$ cat config.mk
export PLATFORM = sky130hd
export DESIGN_NAME = credit_release_unit
export DESIGN_NICKNAME = d
export VERILOG_FILES = /design/src/rtl/crd_pkg.sv /design/src/rtl/crd_addr_dec.sv /design/src/rtl/crd_sat_upd.sv /design/src/rtl/credit_release_unit.sv
export SDC_FILE = /design/constraint.sdc
export NUM_CORES = 2
export LEC_CHECK = 0
export BUFFER_PORTS_ARGS = -buffer_cell sky130_fd_sc_hd__buf_2
export CELL_PAD_IN_SITES_DETAIL_PLACEMENT = 1
export CELL_PAD_IN_SITES_GLOBAL_PLACEMENT = 2
export CORE_MARGIN = 2
export CORE_UTILIZATION = 27
export CTS_CLUSTER_DIAMETER = 50
export DETAILED_ROUTE_END_ITERATION = 12
export GPL_TIMING_DRIVEN = 0
export PLACE_DENSITY_LB_ADDON = 0.1
export SLEW_MARGIN = 25
export SYNTH_ARGS = -nofsm -noshare
export SYNTH_HDL_FRONTEND = slang
export SYNTH_SLANG_ARGS = --single-unit
$ cat constraint.sdc
create_clock -name clk_i -period 4.1 [get_ports clk_i]
set_clock_uncertainty 0.1 [all_clocks]
set_input_delay 0.82 -clock clk_i [delete_from_list [all_inputs] [get_ports clk_i]]
set_output_delay 0.82 -clock clk_i [all_outputs]
set_load 0.02 [all_outputs]
$ cat src/rtl/crd_pkg.sv
package crd_pkg;
  localparam int unsigned ADDR_W      = 40;
  localparam int unsigned DATA_W      = 64;
  localparam int unsigned CNT_W       = 16;
  localparam int unsigned ENT_W       = 32;
  localparam int unsigned DOM_N       = 32;
  localparam int unsigned A_RING_LSB  = 3;
  localparam int unsigned A_BKT_LSB   = 11;
  localparam int unsigned A_RING_EN   = 24;
  localparam int unsigned A_BKT_EN    = 25;
  localparam int unsigned A_REG_LSB   = 26;
  localparam int unsigned A_DOM_LSB   = 35;
  localparam logic [2:0]  REL_REGION  = 3'd4;

  typedef struct packed {
    logic [4:0]  dom;
    logic [2:0]  region;
    logic        bkt_en;
    logic        ring_en;
    logic [12:0] bkt;
    logic [7:0]  ring;
  } rel_addr_t;

  typedef struct packed {
    logic [2:0]       mode;
    logic [4:0]       group;
    logic [CNT_W-1:0] count;
    logic [7:0]       ring;
  } bkt_entry_t;
endpackage

$ cat src/rtl/crd_addr_dec.sv
module crd_addr_dec
  import crd_pkg::*;
(
  input  logic [ADDR_W-1:0] addr_i,
  output rel_addr_t         dec_o
);
  assign dec_o.ring    = addr_i[A_RING_LSB +: 8];
  assign dec_o.bkt     = addr_i[A_BKT_LSB +: 13];
  assign dec_o.ring_en = addr_i[A_RING_EN];
  assign dec_o.bkt_en  = addr_i[A_BKT_EN];
  assign dec_o.region  = addr_i[A_REG_LSB +: 3];
  assign dec_o.dom     = addr_i[A_DOM_LSB +: 5];

  // reserved address bits
  logic unused_rsvd;
  assign unused_rsvd = ^{addr_i[A_RING_LSB-1:0], addr_i[A_DOM_LSB-1:A_REG_LSB+3]};
endmodule

$ cat src/rtl/crd_sat_upd.sv
module crd_sat_upd #(
  parameter int unsigned W = 16
) (
  input  logic [W-1:0] cnt_i,
  input  logic         inc_i,
  input  logic [W-1:0] rel_i,
  output logic [W-1:0] nxt_o,
  output logic         uflow_o
);
  logic [W:0] sum, diff;

  always_comb begin
    sum     = {1'b0, cnt_i} + {{W{1'b0}}, inc_i};
    diff    = sum - {1'b0, rel_i};
    uflow_o = sum < {1'b0, rel_i};
    if (uflow_o)     nxt_o = '0;
    else if (diff[W]) nxt_o = '1;
    else             nxt_o = diff[W-1:0];
  end
endmodule

$ cat src/rtl/credit_release_unit.sv
module credit_release_unit
  import crd_pkg::*;
#(
  parameter  int unsigned NUM_BKT    = 16,
  parameter  int unsigned NUM_RING   = 8,
  localparam int unsigned BKT_SEL_W  = (NUM_BKT > 1) ? $clog2(NUM_BKT) : 1,
  localparam int unsigned RING_SEL_W = (NUM_RING > 1) ? $clog2(NUM_RING) : 1
) (
  input  logic                  clk_i,
  input  logic                  rst_ni,
  input  logic                  mmio_wr_i,
  input  logic [ADDR_W-1:0]     mmio_addr_i,
  input  logic [DATA_W-1:0]     mmio_data_i,
  input  logic [DOM_N-1:0]      dom_en_i,
  input  logic                  inc_i,
  input  logic [BKT_SEL_W-1:0]  inc_bkt_i,
  input  logic [RING_SEL_W-1:0] inc_ring_i,
  input  logic                  tbl_we_i,
  input  logic [BKT_SEL_W-1:0]  tbl_idx_i,
  input  logic [ENT_W-1:0]      tbl_wdata_i,
  output logic [ENT_W-1:0]      tbl_rdata_o,
  input  logic [RING_SEL_W-1:0] ring_sel_i,
  output logic [CNT_W-1:0]      ring_cnt_o,
  output logic                  underflow_o
);
  rel_addr_t dec;
  logic [CNT_W-1:0] rel_cnt;
  logic acc;

  crd_addr_dec u_dec (.addr_i(mmio_addr_i), .dec_o(dec));

  assign rel_cnt = mmio_data_i[CNT_W-1:0];
  logic unused_data;
  assign unused_data = ^mmio_data_i[DATA_W-1:CNT_W];

  assign acc = mmio_wr_i && (dec.region == REL_REGION) &&
               (dec.bkt_en || dec.ring_en) && dom_en_i[dec.dom];

  bkt_entry_t [NUM_BKT-1:0]               tbl;
  logic       [NUM_BKT-1:0][CNT_W-1:0]    bkt_cnt;
  logic       [NUM_RING-1:0][CNT_W-1:0]   ring_cnt;
  logic       [NUM_BKT-1:0]               bkt_uf;
  logic       [NUM_RING-1:0]              ring_uf;

  for (genvar b = 0; b < NUM_BKT; b++) begin : g_bkt
    bkt_entry_t       ent_q;
    logic             hit_rel, hit_inc, hit_wr, uf_raw;
    logic [CNT_W-1:0] nxt;

    assign hit_rel = acc && dec.bkt_en && (dec.bkt == 13'(b));
    assign hit_inc = inc_i && (inc_bkt_i == BKT_SEL_W'(b));
    assign hit_wr  = tbl_we_i && (tbl_idx_i == BKT_SEL_W'(b));

    crd_sat_upd #(.W(CNT_W)) u_upd (
      .cnt_i  (ent_q.count),
      .inc_i  (hit_inc),
      .rel_i  (hit_rel ? rel_cnt : '0),
      .nxt_o  (nxt),
      .uflow_o(uf_raw)
    );

    always_ff @(posedge clk_i or negedge rst_ni) begin
      if (!rst_ni)     ent_q <= '0;
      else if (hit_wr) ent_q <= tbl_wdata_i;
      else             ent_q.count <= nxt;
    end

    assign bkt_uf[b]  = uf_raw && !hit_wr;
    assign tbl[b]     = ent_q;
    assign bkt_cnt[b] = ent_q.count;
  end

  for (genvar r = 0; r < NUM_RING; r++) begin : g_ring
    logic [CNT_W-1:0] cnt_q, nxt;
    logic             hit_rel, hit_inc;

    assign hit_rel = acc && dec.ring_en && (dec.ring == 8'(r));
    assign hit_inc = inc_i && (inc_ring_i == RING_SEL_W'(r));

    crd_sat_upd #(.W(CNT_W)) u_upd (
      .cnt_i  (cnt_q),
      .inc_i  (hit_inc),
      .rel_i  (hit_rel ? rel_cnt : '0),
      .nxt_o  (nxt),
      .uflow_o(ring_uf[r])
    );

    always_ff @(posedge clk_i or negedge rst_ni) begin
      if (!rst_ni) cnt_q <= '0;
      else         cnt_q <= nxt;
    end

    assign ring_cnt[r] = cnt_q;
  end

  logic [ENT_W-1:0] rdata_q;
  logic [CNT_W-1:0] rcnt_q;
  logic             uf_q;

  always_ff @(posedge clk_i or negedge rst_ni) begin
    if (!rst_ni) begin
      rdata_q <= '0;
      rcnt_q  <= '0;
      uf_q    <= 1'b0;
    end else begin
      rdata_q <= (32'(tbl_idx_i) < NUM_BKT) ? tbl[tbl_idx_i] : '0;
      rcnt_q  <= (32'(ring_sel_i) < NUM_RING) ? ring_cnt[ring_sel_i] : '0;
      uf_q    <= uf_q || (|bkt_uf) || (|ring_uf);
    end
  end

  assign tbl_rdata_o = rdata_q;
  assign ring_cnt_o  = rcnt_q;
  assign underflow_o = uf_q;
endmodule

==> results.md <==
Layout:
- The sequential cell area is around 17000 um^2.
- The total area of multi-input combinational cells is between 30000 and 40000 um^2.
- Fill cells in the final layout number 23228.
- The final cell area excluding filler cells is about 70000 um^2.
- The final layout contains 7386 nets.
- For this run, the share of the core covered by cells in the final layout is approximately 35%.
- The fraction of layout cells with a size suffix above 1 is 22.8%.
- Relative to the synthesized area, the layout overhead comes to 27.4%.

Critical path:
- The critical path class is in -> reg.
- The worst reg2reg path endpoint is underflow_o.
- Measured in cells, the most critical reg-to-reg path has a length of 19.
- The required time at the endpoint of the critical path is roughly 4600 ps.
- At the worst endpoint, the arrival time is 6540 ps.
- The kind of capture point of the worst setup path is a flip-flop.
- Across all register-to-register paths, the minimum setup slack is -1290 ps.
- The top fanout value on the critical path is 8.
- The origin of the critical flop-to-flop path is bkt_cnt[48].
- In this design, the stage delay of the slowest critical-path cell is 580 ps.
- Counting stages on the worst path, the most repeated cell is clkbuf_16.
- The kind of start point of the critical path is an input pin.
- Walking the worst path, the cells encountered are clkbuf_16, mux4_2, mux4_2, mux2_4, o211ai_1, nor2_4, clkbuf_8, and2_1, clkbuf_16, clkbuf_16, nand2_1, ha_4, a21o_1, o21ai_2, a41oi_2, o21ai_4, or4_1, or4_4, a311oi_4, o2111ai_4, nor4_4, o2111ai_2.
- The library cell contributing the largest single delay on the critical path is or4_4.

GRT:
- Across every metal layer, demand over resource in global routing totals 25.5%.
- The initial antenna violation count is 38.
- Summed over all layers, the global routing overflow is 0.
- The largest net degree at the start of global routing is 102.
- The via count of the first global-routing pass is between 50000 and 60000.
- The wire length of the first global-routing pass is approximately 380000 um.

Synth:
- For this run, the number of Yosys warnings is 0.
- In the synthesized netlist the async set-or-reset flop fraction comes to 100%.
- The number of instances in the synthesized netlist is 6290.
- Averaged over all synthesized cells, the footprint is 8.78 um^2.
- By instance count, the leading cell after synthesis is nand2_1.
- Ranked by total cell area, the synthesized netlist is headed by dfrtp_1 31%, ha_1 9.8%, mux4_2 8.2%, nand2_1 8.0%, xnor2_1 6.2%.
- Counting flops and latches in the post-synthesis netlist gives just under 700.
- The netlist uses 87 different library cells.
- The commonest register cell after synthesis is dfrtp_1.
- The biggest area contributor in the post-synthesis netlist is dfrtp_1.
- The proportion of synthesized chip area in sequential cells is 31.2%.
- In this run the cell area of the synthesized design comes to about 55000 um^2.
- Ranked by instance count, the synthesized netlist is headed by 1175 x nand2_1, 689 x dfrtp_1, 493 x nor2_1.
- In this run, synthesis inferred 0 flip-flops with an integrated enable.
- The fraction of synthesized cell area taken by the top area cell type is 31.2%.
- The total nets after synthesis is 6933.

Place:
- Timing analysis after detailed placement gives a worst setup slack of -4610 ps.
- At the end of routability-driven placement, the weighted congestion stood at 0.901.
- The HPWL after detailed placement is 209000 um.
- The post-detailed-placement cell area is slightly above 60000 um^2.
- Port buffering added about 160 buffers.

Route:
- In the final routed layout, each cell accounts on average for 28.3 um.
- The detailed-route via count is just over 50000.
- The count of nets left with antenna violations once routing finished came out at 0.
- The detailed-route DRC error count is 0.
- The number of DRC markers in iteration 0 is 3513.
- After detailed routing, the number of vias per cell comes to 5.29.
- The final wirelength is 271000 um.
- The first detailed-routing pass ran for 6 iterations.

Hold path:
- The path class of the lowest-slack min-delay path is in -> reg.
- Along the worst hold path, the cell count comes to 2.
- For hold timing, the worst endpoint is g_bkt[5].ent_q[24].
- In this run the most critical hold path is launched from tbl_wdata_i[24].

Clock tree:
- The maximum clock path buffer count is 3.
- TritonCTS built the clock tree.
- The clock drives about 690 sinks.
- The clock latency of the later-clocked register in the worst-skew pair is 830 ps.
- The total CTS buffers is 139.
- The level count of the clock H-tree is 4.
- After clock tree synthesis, the clock-pin slew on the worst setup and hold paths is 60 ps.
- The root buffer selected by CTS is clkbuf_16.

Floorplanning:
- The standard cell core area is 204000 um^2.
- The total I/O pin count is 236.
- The effective utilization at floorplan is 27.1%.
- The floorplan die height is around 460 um.
- From left edge to right edge, the die measures ~460 um.
- The row count is 166.
- The die covers 208000 um^2.

Power and ir drop:
- The analysis attributes to cell leakage a power of 29.1 nW.
- Dividing total power by cell area gives a power density of 884 nW/um^2.
- The total power is 62.3 mW.
- VDD sags by at most approximately 0.51 mV.

Timing:
- Setup violations remaining at the end of the flow were counted as about 390.
- The post-route worst setup slack is -1930 ps.
- The share of the clock period used by the worst path after layout is 147%.
- Setup repair after global routing could not meet its margin everywhere.
- The number of hold violations in the final report is 0.
- The number of pins exceeding their max-slew limit in the final report is 0.
- The clock period minus worst slack is 6030 ps.
- The tightest hold path in the finished design has a slack of 223 ps.
- Headroom to the max-slew limit came out at 28.9%.
- At the pin with the least slew margin, the transition time is 1070 ps.
- For this run, the top clock speed supported by timing is 166 MHz.

Outcome:
- The run finished, with violations left.
- The final reports fail on negative setup slack.

Run:
- Max-cap violations in this run came to 0.
==> per-stage QoR <==
step,setup TNS [ps],instances
final,-408710,9558
after global routing,-470420,9547
after CTS,-412650,9470
after detailed placement,-1044160,9165
after global placement,-,9137
after floorplan,-360140,6290
==> how the worst max path moves through the flow <==
| stage | end | cells after the start | from |
|---|---|---|---|
| final | underflow_o | 22 | mmio_addr_i[35] |
| after global routing | underflow_o | 22 | mmio_addr_i[35] |
| after CTS | underflow_o | 22 | mmio_addr_i[35] |
| after detailed placement | underflow_o | 21 | mmio_addr_i[35] |
| after global placement | bkt_cnt[120] | 1 | rst_ni |
| after floorplan | underflow_o | 22 | mmio_addr_i[35] |
==> critical path, delay by kind of cell <==
family / cells / cell delay (ps)
compound gates: 8 / 1710
fa+ha+maj: 1 / 170
simple gates: 6 / 1810
mux: 3 / 1320
buf+inv: 4 / 670
==> cells by family after synthesis <==
| kind of cell | Yosys count | synth area share [%] |
|---|---|---|
| fa+ha+maj | 456 | 10.7 |
| xor+xnor | 650 | 10.3 |
| buf+inv | 428 | 2.91 |
| flops | 689 | 31.2 |
| mux | 364 | 11.5 |
| compound gates | 1256 | 13.7 |
| simple gates | 2447 | 19.7 |
==> flip-flops by register name, summed over array words and instances (netlist names) <==
name	flops
ring_cnt_o	16
g_bkt.ent_q	256
bkt_cnt	256
tbl_rdata_o	32
underflow_o	1
g_ring.cnt_q	128
==> placed cells by master (no fill, tap or decap), types with 27 or more instances in the layout <==
cell and count:
nand2_4 30, o21a_1 58, nor3_1 90, nand4_1 58, buf_4 110, clkbuf_8 43, nand2_1 1117, ha_4 47
and3_1 91, a21o_1 129, xnor2_1 378, a21oi_2 42, clkbuf_2 60, nand2b_1 61, o21ai_1 179, a21oi_1 363
ha_1 364, o21bai_1 28, a31oi_1 36, mux4_2 201, mux2_2 160, nor2_1 467, inv_1 144, clkbuf_1 122
clkinv_2 27, nor2b_1 53, nand3_1 211, and2_1 37, xor2_1 249, dfrtp_1 689, buf_2 171, clkbuf_16 167
o21ai_0 170
==> layer usage <==
metal | share of wire (%) | vias up | routed length, um | global-route usage (%)
met5 | 0 | - | 0 | 0
met2 | 45 | 1028 | 123000 | 40.5
met3 | 5.1 | 288 | 13900 | 3.81
li1 | - | 23172 | - | -
met4 | 2.7 | 0 | 7360 | 6.39
met1 | 47 | 26059 | 127000 | 36.2
==> final cells by class <==
| class | instances | area share [%] |
|---|---|---|
| multi-input combinational | 5173 | 56.1 |
| sequential | 689 | 24.5 |
| clock buffer | 160 | 5.18 |
| tap | 2688 | 4.78 |
| timing repair buffer | 318 | 3.76 |
| buffer | 269 | 3.03 |
| clock inverter | 94 | 1.84 |
| inverter | 153 | 0.816 |
| antenna | 14 | 0.0498 |
==> power by group <==
part	switching, mW	internal, mW
combinational	20.3	16.0
sequential	3.93	9.80
clock	4.50	7.69
total	28.8	33.5
==> repair_timing <==
item / in CTS / in global routing
gates cloned: 5 / 6
setup endpoints to repair: 385 / 395
pin swaps: 76 / 67
hold buffers: 1 / 0
endpoints found under the hold margin: 17 / 0
buffers inserted: 51 / 68
gates resized for setup: 241 / 161
Note: power is estimated with default switching activity, not from simulation.
